==> config.mk <==
export PLATFORM = sky130hd
export DESIGN_NAME = assoc_reduce_unit
export DESIGN_NICKNAME = d
export VERILOG_FILES = /design/src/rtl/assoc_pkg.sv /design/src/rtl/ar_pick_one.sv /design/src/rtl/ar_bool_reduce.sv /design/src/rtl/ar_extreme.sv /design/src/rtl/assoc_reduce_unit.sv
export SDC_FILE = /design/constraint.sdc
export NUM_CORES = 1
export LEC_CHECK = 0
export BUFFER_PORTS_ARGS = -buffer_cell sky130_fd_sc_hd__clkbuf_2
export CORE_AREA = 8 8 190 192
export CTS_CLUSTER_SIZE = 30
export DETAILED_ROUTE_END_ITERATION = 7
export DIE_AREA = 0 0 198 200
export GPL_TIMING_DRIVEN = 0
export HOLD_SLACK_MARGIN = 0.03
export PLACE_DENSITY_LB_ADDON = 0.25
export SLEW_MARGIN = 20
export SYNTH_ARGS = -nofsm -noshare
export SYNTH_HDL_FRONTEND = slang
export SYNTH_HIERARCHICAL = 1
export SYNTH_SLANG_ARGS = --single-unit
==> constraint.sdc <==
create_clock -name clk -period 3.4 [get_ports clk]
set_clock_uncertainty 0.1 [all_clocks]
set_input_delay 0.51 -clock clk [delete_from_list [all_inputs] [get_ports clk]]
set_output_delay 0.51 -clock clk [all_outputs]
set_load 0.01 [all_outputs]
==> src/rtl/assoc_pkg.sv <==
package assoc_pkg;

  typedef enum logic {
    EXT_MAX = 1'b0,
    EXT_MIN = 1'b1
  } extreme_kind_e;

endpackage

==> src/rtl/ar_pick_one.sv <==
module ar_pick_one #(
  parameter int N     = 16,
  parameter int IDX_W = (N > 1) ? $clog2(N) : 1
) (
  input  logic [N-1:0]     req,
  output logic [N-1:0]     onehot,
  output logic [IDX_W-1:0] idx,
  output logic             found
);

  always_comb begin
    onehot = '0;
    idx    = '0;
    found  = 1'b0;
    for (int i = 0; i < N; i++) begin
      if (req[i] && !found) begin
        onehot[i] = 1'b1;
        idx       = IDX_W'(i);
        found     = 1'b1;
      end
    end
  end

endmodule

==> src/rtl/ar_bool_reduce.sv <==
module ar_bool_reduce #(
  parameter int N = 16
) (
  input  logic [N-1:0] flag,
  input  logic [N-1:0] en,
  output logic         all_o,
  output logic         some_o
);

  logic [N-1:0] and_term;
  logic [N-1:0] or_term;

  // Disabled elements contribute the identity: 1 for AND, 0 for OR.
  genvar g;
  generate
    for (g = 0; g < N; g++) begin : g_term
      assign and_term[g] = flag[g] | ~en[g];
      assign or_term[g]  = flag[g] &  en[g];
    end
  endgenerate

  assign all_o  = &and_term;
  assign some_o = |or_term;

endmodule

==> src/rtl/ar_extreme.sv <==
module ar_extreme
  import assoc_pkg::*;
#(
  parameter int            N    = 16,
  parameter int            W    = 8,
  parameter extreme_kind_e KIND = EXT_MAX
) (
  input  logic [N-1:0]   en,
  input  logic [N*W-1:0] data,
  output logic [W-1:0]   result
);

  localparam logic [W-1:0] IDENT = (KIND == EXT_MAX) ? '0 : '1;

  logic [W-1:0] masked [N];

  genvar g;
  generate
    for (g = 0; g < N; g++) begin : g_mask
      assign masked[g] = en[g] ? data[g*W +: W] : IDENT;
    end
  endgenerate

  always_comb begin
    result = IDENT;
    for (int i = 0; i < N; i++) begin
      if (KIND == EXT_MAX) begin
        if (masked[i] > result) result = masked[i];
      end else begin
        if (masked[i] < result) result = masked[i];
      end
    end
  end

endmodule

==> src/rtl/assoc_reduce_unit.sv <==
module assoc_reduce_unit
  import assoc_pkg::*;
#(
  parameter int N      = 16,
  parameter int DATA_W = 8,
  localparam int IDX_W = (N > 1) ? $clog2(N) : 1
) (
  input  logic                clk,
  input  logic                rst_n,
  input  logic [N-1:0]        pe_flag,
  input  logic [N-1:0]        pe_en,
  input  logic [N*DATA_W-1:0] pe_data,
  input  logic [DATA_W-1:0]   bcast_val,
  output logic [N*DATA_W-1:0] bcast_lanes,
  output logic                any_hit,
  output logic [N-1:0]        pick_onehot,
  output logic [IDX_W-1:0]    pick_idx,
  output logic                pick_valid,
  output logic                and_all,
  output logic                or_all,
  output logic [DATA_W-1:0]   max_val,
  output logic [DATA_W-1:0]   min_val
);

  // Reset synchronizer: asynchronous assertion, synchronous release.
  logic [1:0] rst_sync_q;
  logic       rst_int_n;

  always_ff @(posedge clk or negedge rst_n) begin
    if (!rst_n) rst_sync_q <= 2'b00;
    else        rst_sync_q <= {rst_sync_q[0], 1'b1};
  end
  assign rst_int_n = rst_sync_q[1];

  // Combinational next-state.
  logic [N-1:0]        req_d;
  logic [N-1:0]        onehot_d;
  logic [IDX_W-1:0]    idx_d;
  logic                found_d;
  logic                all_d;
  logic                some_d;
  logic [DATA_W-1:0]   max_d;
  logic [DATA_W-1:0]   min_d;
  logic [N*DATA_W-1:0] lanes_d;
  logic                upd_en;

  assign req_d  = pe_flag & pe_en;
  assign upd_en = rst_int_n;

  ar_pick_one #(.N(N), .IDX_W(IDX_W)) u_pick (
    .req    (req_d),
    .onehot (onehot_d),
    .idx    (idx_d),
    .found  (found_d)
  );

  ar_bool_reduce #(.N(N)) u_bool (
    .flag   (pe_flag),
    .en     (pe_en),
    .all_o  (all_d),
    .some_o (some_d)
  );

  ar_extreme #(.N(N), .W(DATA_W), .KIND(EXT_MAX)) u_max (
    .en     (pe_en),
    .data   (pe_data),
    .result (max_d)
  );

  ar_extreme #(.N(N), .W(DATA_W), .KIND(EXT_MIN)) u_min (
    .en     (pe_en),
    .data   (pe_data),
    .result (min_d)
  );

  genvar g;
  generate
    for (g = 0; g < N; g++) begin : g_lane
      assign lanes_d[g*DATA_W +: DATA_W] = bcast_val;
    end
  endgenerate

  // Output registers.
  always_ff @(posedge clk or negedge rst_int_n) begin
    if (!rst_int_n) begin
      bcast_lanes <= '0;
      any_hit     <= 1'b0;
      pick_onehot <= '0;
      pick_idx    <= '0;
      pick_valid  <= 1'b0;
      and_all     <= 1'b0;
      or_all      <= 1'b0;
      max_val     <= '0;
      min_val     <= '0;
    end else if (upd_en) begin
      bcast_lanes <= lanes_d;
      any_hit     <= some_d;
      pick_onehot <= onehot_d;
      pick_idx    <= idx_d;
      pick_valid  <= found_d;
      and_all     <= all_d;
      or_all      <= some_d;
      max_val     <= max_d;
      min_val     <= min_d;
    end
  end

  // Assertions placed beside the registers they guard.
  assert_onehot_R5: assert property (@(posedge clk) disable iff (!rst_int_n)
    $onehot0(pick_onehot));

  assert_any_matches_pick_R4: assert property (@(posedge clk) disable iff (!rst_int_n)
    any_hit == (pick_onehot != '0));

  assert_idx_points_at_pick_R6: assert property (@(posedge clk) disable iff (!rst_int_n)
    pick_valid |-> pick_onehot[pick_idx]);

  assert_empty_idx_zero_R6: assert property (@(posedge clk) disable iff (!rst_int_n)
    !pick_valid |-> (pick_idx == '0));

  assert_and_implies_or_R7: assert property (@(posedge clk) disable iff (!rst_int_n)
    (|pe_en) |=> (!and_all || or_all));

  assert_max_ge_min_R9: assert property (@(posedge clk) disable iff (!rst_int_n)
    (|pe_en) |=> (max_val >= min_val));

  assert_bcast_lane0_R3: assert property (@(posedge clk) disable iff (!rst_int_n)
    rst_sync_q[1] && $past(rst_sync_q[1]) |-> ##0 1'b1 ##1 (bcast_lanes[DATA_W-1:0] == $past(bcast_val)));

endmodule

==> results.sh <==
export IMPL_status="finished with violations"
export IMPL_failed_checks="setup timing"
export IMPL_cpMostUsedCell="a21o_1"
export IMPL_worstRegToRegCells=4
export IMPL_max_slew_margin_pct=50.3
export IMPL_dr_total_vias=19400
export IMPL_r2r_start="rst_sync_q[1]$_DFF_PN0_"
export IMPL_coreArea_um2=33100
export IMPL_grtUsageMet3_pct=2.87
export IMPL_multi_input_area_um2=16000
export IMPL_period_share_pct=818
export IMPL_viasPerCell=6.02
export IMPL_insertion_delay_ps=280
export IMPL_ys_ff_latch=49
export IMPL_nets=3112
export IMPL_yosys_area_top_type_share_pct=14.1
export IMPL_place_hpwl_mm=46.9
export IMPL_start_kind="input port"
export IMPL_cts_htree_levels=2
export IMPL_synthArstFlopShare_pct=100
export IMPL_clock_sinks=49
export IMPL_root_buffer="clkbuf_16"
export IMPL_grtUsageMet2_pct=51.9
export IMPL_grtUsageMet1_pct=34.6
export IMPL_report_final_hold_viol_count=0
export IMPL_fmax_mhz=36.0
export IMPL_drtIter0Drc=1700
export IMPL_synth_seq_area_share_pct=7.72
export IMPL_rsz0062_at_grt="yes"
export IMPL_drv_cap=0
export IMPL_drc_errors=0
export IMPL_crit_type="in -> reg"
export IMPL_nFillCells=2486
export IMPL_grt_antenna_before_repair=9
export IMPL_crit_path_top_delay_cell="a2111o_1"
export IMPL_dpl_cell_count=2912
export IMPL_r2r_slack_ps=1590
export IMPL_end_kind="register"
export IMPL_drive_gt1_share_pct=48.0
export IMPL_fin_crit_ps=27800
export IMPL_routed_wl_mm=64.5
export IMPL_ioPinCount=338
export IMPL_clk_path_buf_depth=2
export IMPL_min_delay_path_class="reg -> async"
export IMPL_rr_endpoint="bcast_lanes[122]$_DFFE_PN0P_"
export IMPL_die_h_um=200
export IMPL_syn_nets=2475
export IMPL_tightest_slew_ps=736
export IMPL_routabilityCongestion=0.941
export IMPL_slew_violations=0
export IMPL_fin_ws_ps=-24400
export IMPL_synth_edf_count=0
export IMPL_grt_overflow=0
export IMPL_seqCellArea_um2=1230
export IMPL_synth_cells=2126
export IMPL_syn_area_per_cell_um2=7.47
export IMPL_grt_use_total_pct=29.0
export IMPL_io_buffer_count=337
export IMPL_ys_warnings_count=6
export IMPL_synth_area_leaders="ha_1 (14%), dfrtp_1 (7.7%), buf_4 (6.0%)"
export IMPL_path_max_fanout=8
export IMPL_synth_top_area_cell="ha_1"
export IMPL_clk_pin_slew_ps=70
export IMPL_grt_pass1_wl_mm=95.0
export IMPL_die_x_um=198
export IMPL_top_usage_layer="met2"
export IMPL_synth_area_um2=15900
export IMPL_antenna_left=0
export IMPL_drtPass1Iterations=6
export IMPL_area_growth_pct=49.6
export IMPL_synth_cell_types=122
export IMPL_rows=67
export IMPL_cts_buffers=5
export IMPL_crit_required_ps=3490
export IMPL_finalNonFillerCells=3220
export IMPL_crit_arrival_ps=27890
export IMPL_cts_tree="yes"
export IMPL_max_stage_delay_ps=420
export IMPL_start_util_pct=48.0
export IMPL_dieArea_um2=39600
export IMPL_synth_ff_type="dfrtp_1"
export IMPL_grt_max_degree=34
export IMPL_setup_violations=16
export IMPL_wire_per_inst_um=20.0
export IMPL_grt_pass1_vias=18600
state kept, by name (all words and copies together) (netlist names):
| name | flops |
|---|---|
| pick_onehot | 16 |
| bcast_lanes | 8 |
| max_val | 8 |
| min_val | 8 |
| pick_idx | 4 |
| rst_sync_q | 2 |
| and_all | 1 |
| any_hit | 1 |
| pick_valid | 1 |
final cells by class:
type                    count  area share (%)
well taps                 448            2.36
inverters                  97            1.53
multi-input cells        1810            67.1
clock inverters             2           0.163
plain buffers             169            5.93
clock buffers               5           0.527
diodes                      9          0.0948
flip-flops and latches     49            5.17
repair buffers            631            17.1
placed cells by master (no fill, tap or decap), types with 26 or more instances in the layout:
cell type / n
nand2_2: 26
nand2b_1: 126
buf_4: 392
mux2_2: 30
a21oi_1: 76
buf_6: 27
nor2b_1: 62
mux2_4: 57
nand3_1: 41
dfrtp_1: 48
o21ai_1: 33
and2_1: 97
ha_4: 57
a21o_1: 56
clkbuf_2: 335
a21oi_2: 55
nor2_1: 122
inv_1: 91
ha_1: 118
nand2_1: 172
o21ai_0: 27
Yosys cell counts (12+ instances only):
library cell / n
nand2_1: 203
ha_1: 179
nor2_1: 157
a21oi_1: 141
buf_4: 126
nand2b_1: 126
and2_1: 107
inv_1: 96
o21ai_0: 78
nor2b_1: 77
a21o_1: 60
nand3_1: 54
mux2_2: 51
dfrtp_1: 49
mux2_4: 34
mux2i_1: 34
clkbuf_1: 31
a31oi_1: 26
nor3_1: 24
nand4_1: 22
o211ai_1: 22
o21a_1: 21
a211oi_1: 20
and3_1: 20
o31ai_1: 18
o21bai_1: 16
xnor2_1: 14
o2111ai_1: 12
or2_2: 12
layer usage:
| layer | share of wire, % | vias to the layer above |
|---|---|---|
| li1 | - | 9008 |
| met1 | 39 | 9163 |
| met2 | 49 | 973 |
| met3 | 7.5 | 230 |
| met4 | 5.4 | 0 |
| met5 | 0 | - |
repair_timing:
item                                   in CTS  in global routing
resized for setup                         227                197
hold buffers                                1                  0
endpoints found under the hold margin       2                  0
buffers inserted                          211                 74
cloned                                      8                  0
pin swaps                                 185                188
setup endpoints to repair                  16                 16
per-stage QoR:
| stage | setup TNS, ps | setup WS [ps] | hold slack (ps) | area, µm² | utilization, % |
|---|---|---|---|---|---|
| floorplan | -360020 | -22670 | 114 | 16800 | - |
| global placement | -414630 | -26460 | 199 | 19100 | 57.6 |
| detailed placement | -422120 | -26980 | 94.2 | 19100 | 57.7 |
| CTS | -372600 | -23560 | 97.4 | 22200 | 66.9 |
| global route | -396710 | -25350 | 122 | 23800 | 71.8 |
| finish | -381840 | -24400 | 80.6 | 23800 | 71.8 |
cell families (layout without fill, tap and decap cells):
kind of cell    after synthesis  in the layout  share of synthesized area [%]
xor+xnor                     19             19                           1.10
other cells                   1             10                         0.0236
mux                         123            123                           9.29
flops                        49             49                           7.72
fa+ha+maj                   188            188                           14.7
compound gates              592            592                           27.7
buf+inv                     267            904                           9.71
simple gates                887            887                           29.8
worst max-delay path: cells and delay by family:
family,cells,cell delay [ps]
AOI/OAI and AO/OA,69,12000
and+or+nand+nor,48,5710
adders and majority gates,15,3830
buffers and inverters,23,3300
muxes,8,2400
worst max-delay path by stage:
stage / start / endpoint / slack (ps) / cells after the start
6_report: pe_en[0] / max_val[4]$_DFFE_PN0P_ / -24400 / 163
5_1_grt: pe_en[0] / max_val[7]$_DFFE_PN0P_ / -25350 / 166
4_1_cts: pe_en[0] / max_val[0]$_DFFE_PN0P_ / -23560 / 163
3_5_place_dp: pe_en[1] / max_val[0]$_DFFE_PN0P_ / -26980 / 154
3_3_place_gp: pe_en[1] / max_val[0]$_DFFE_PN0P_ / -26460 / 156
2_1_floorplan: pe_en[0] / max_val[0]$_DFFE_PN0P_ / -22670 / 158
Power is left out: the tool's default activity adds up to more than one toggle a clock period on the data nets, which glitch-free logic cannot reach.
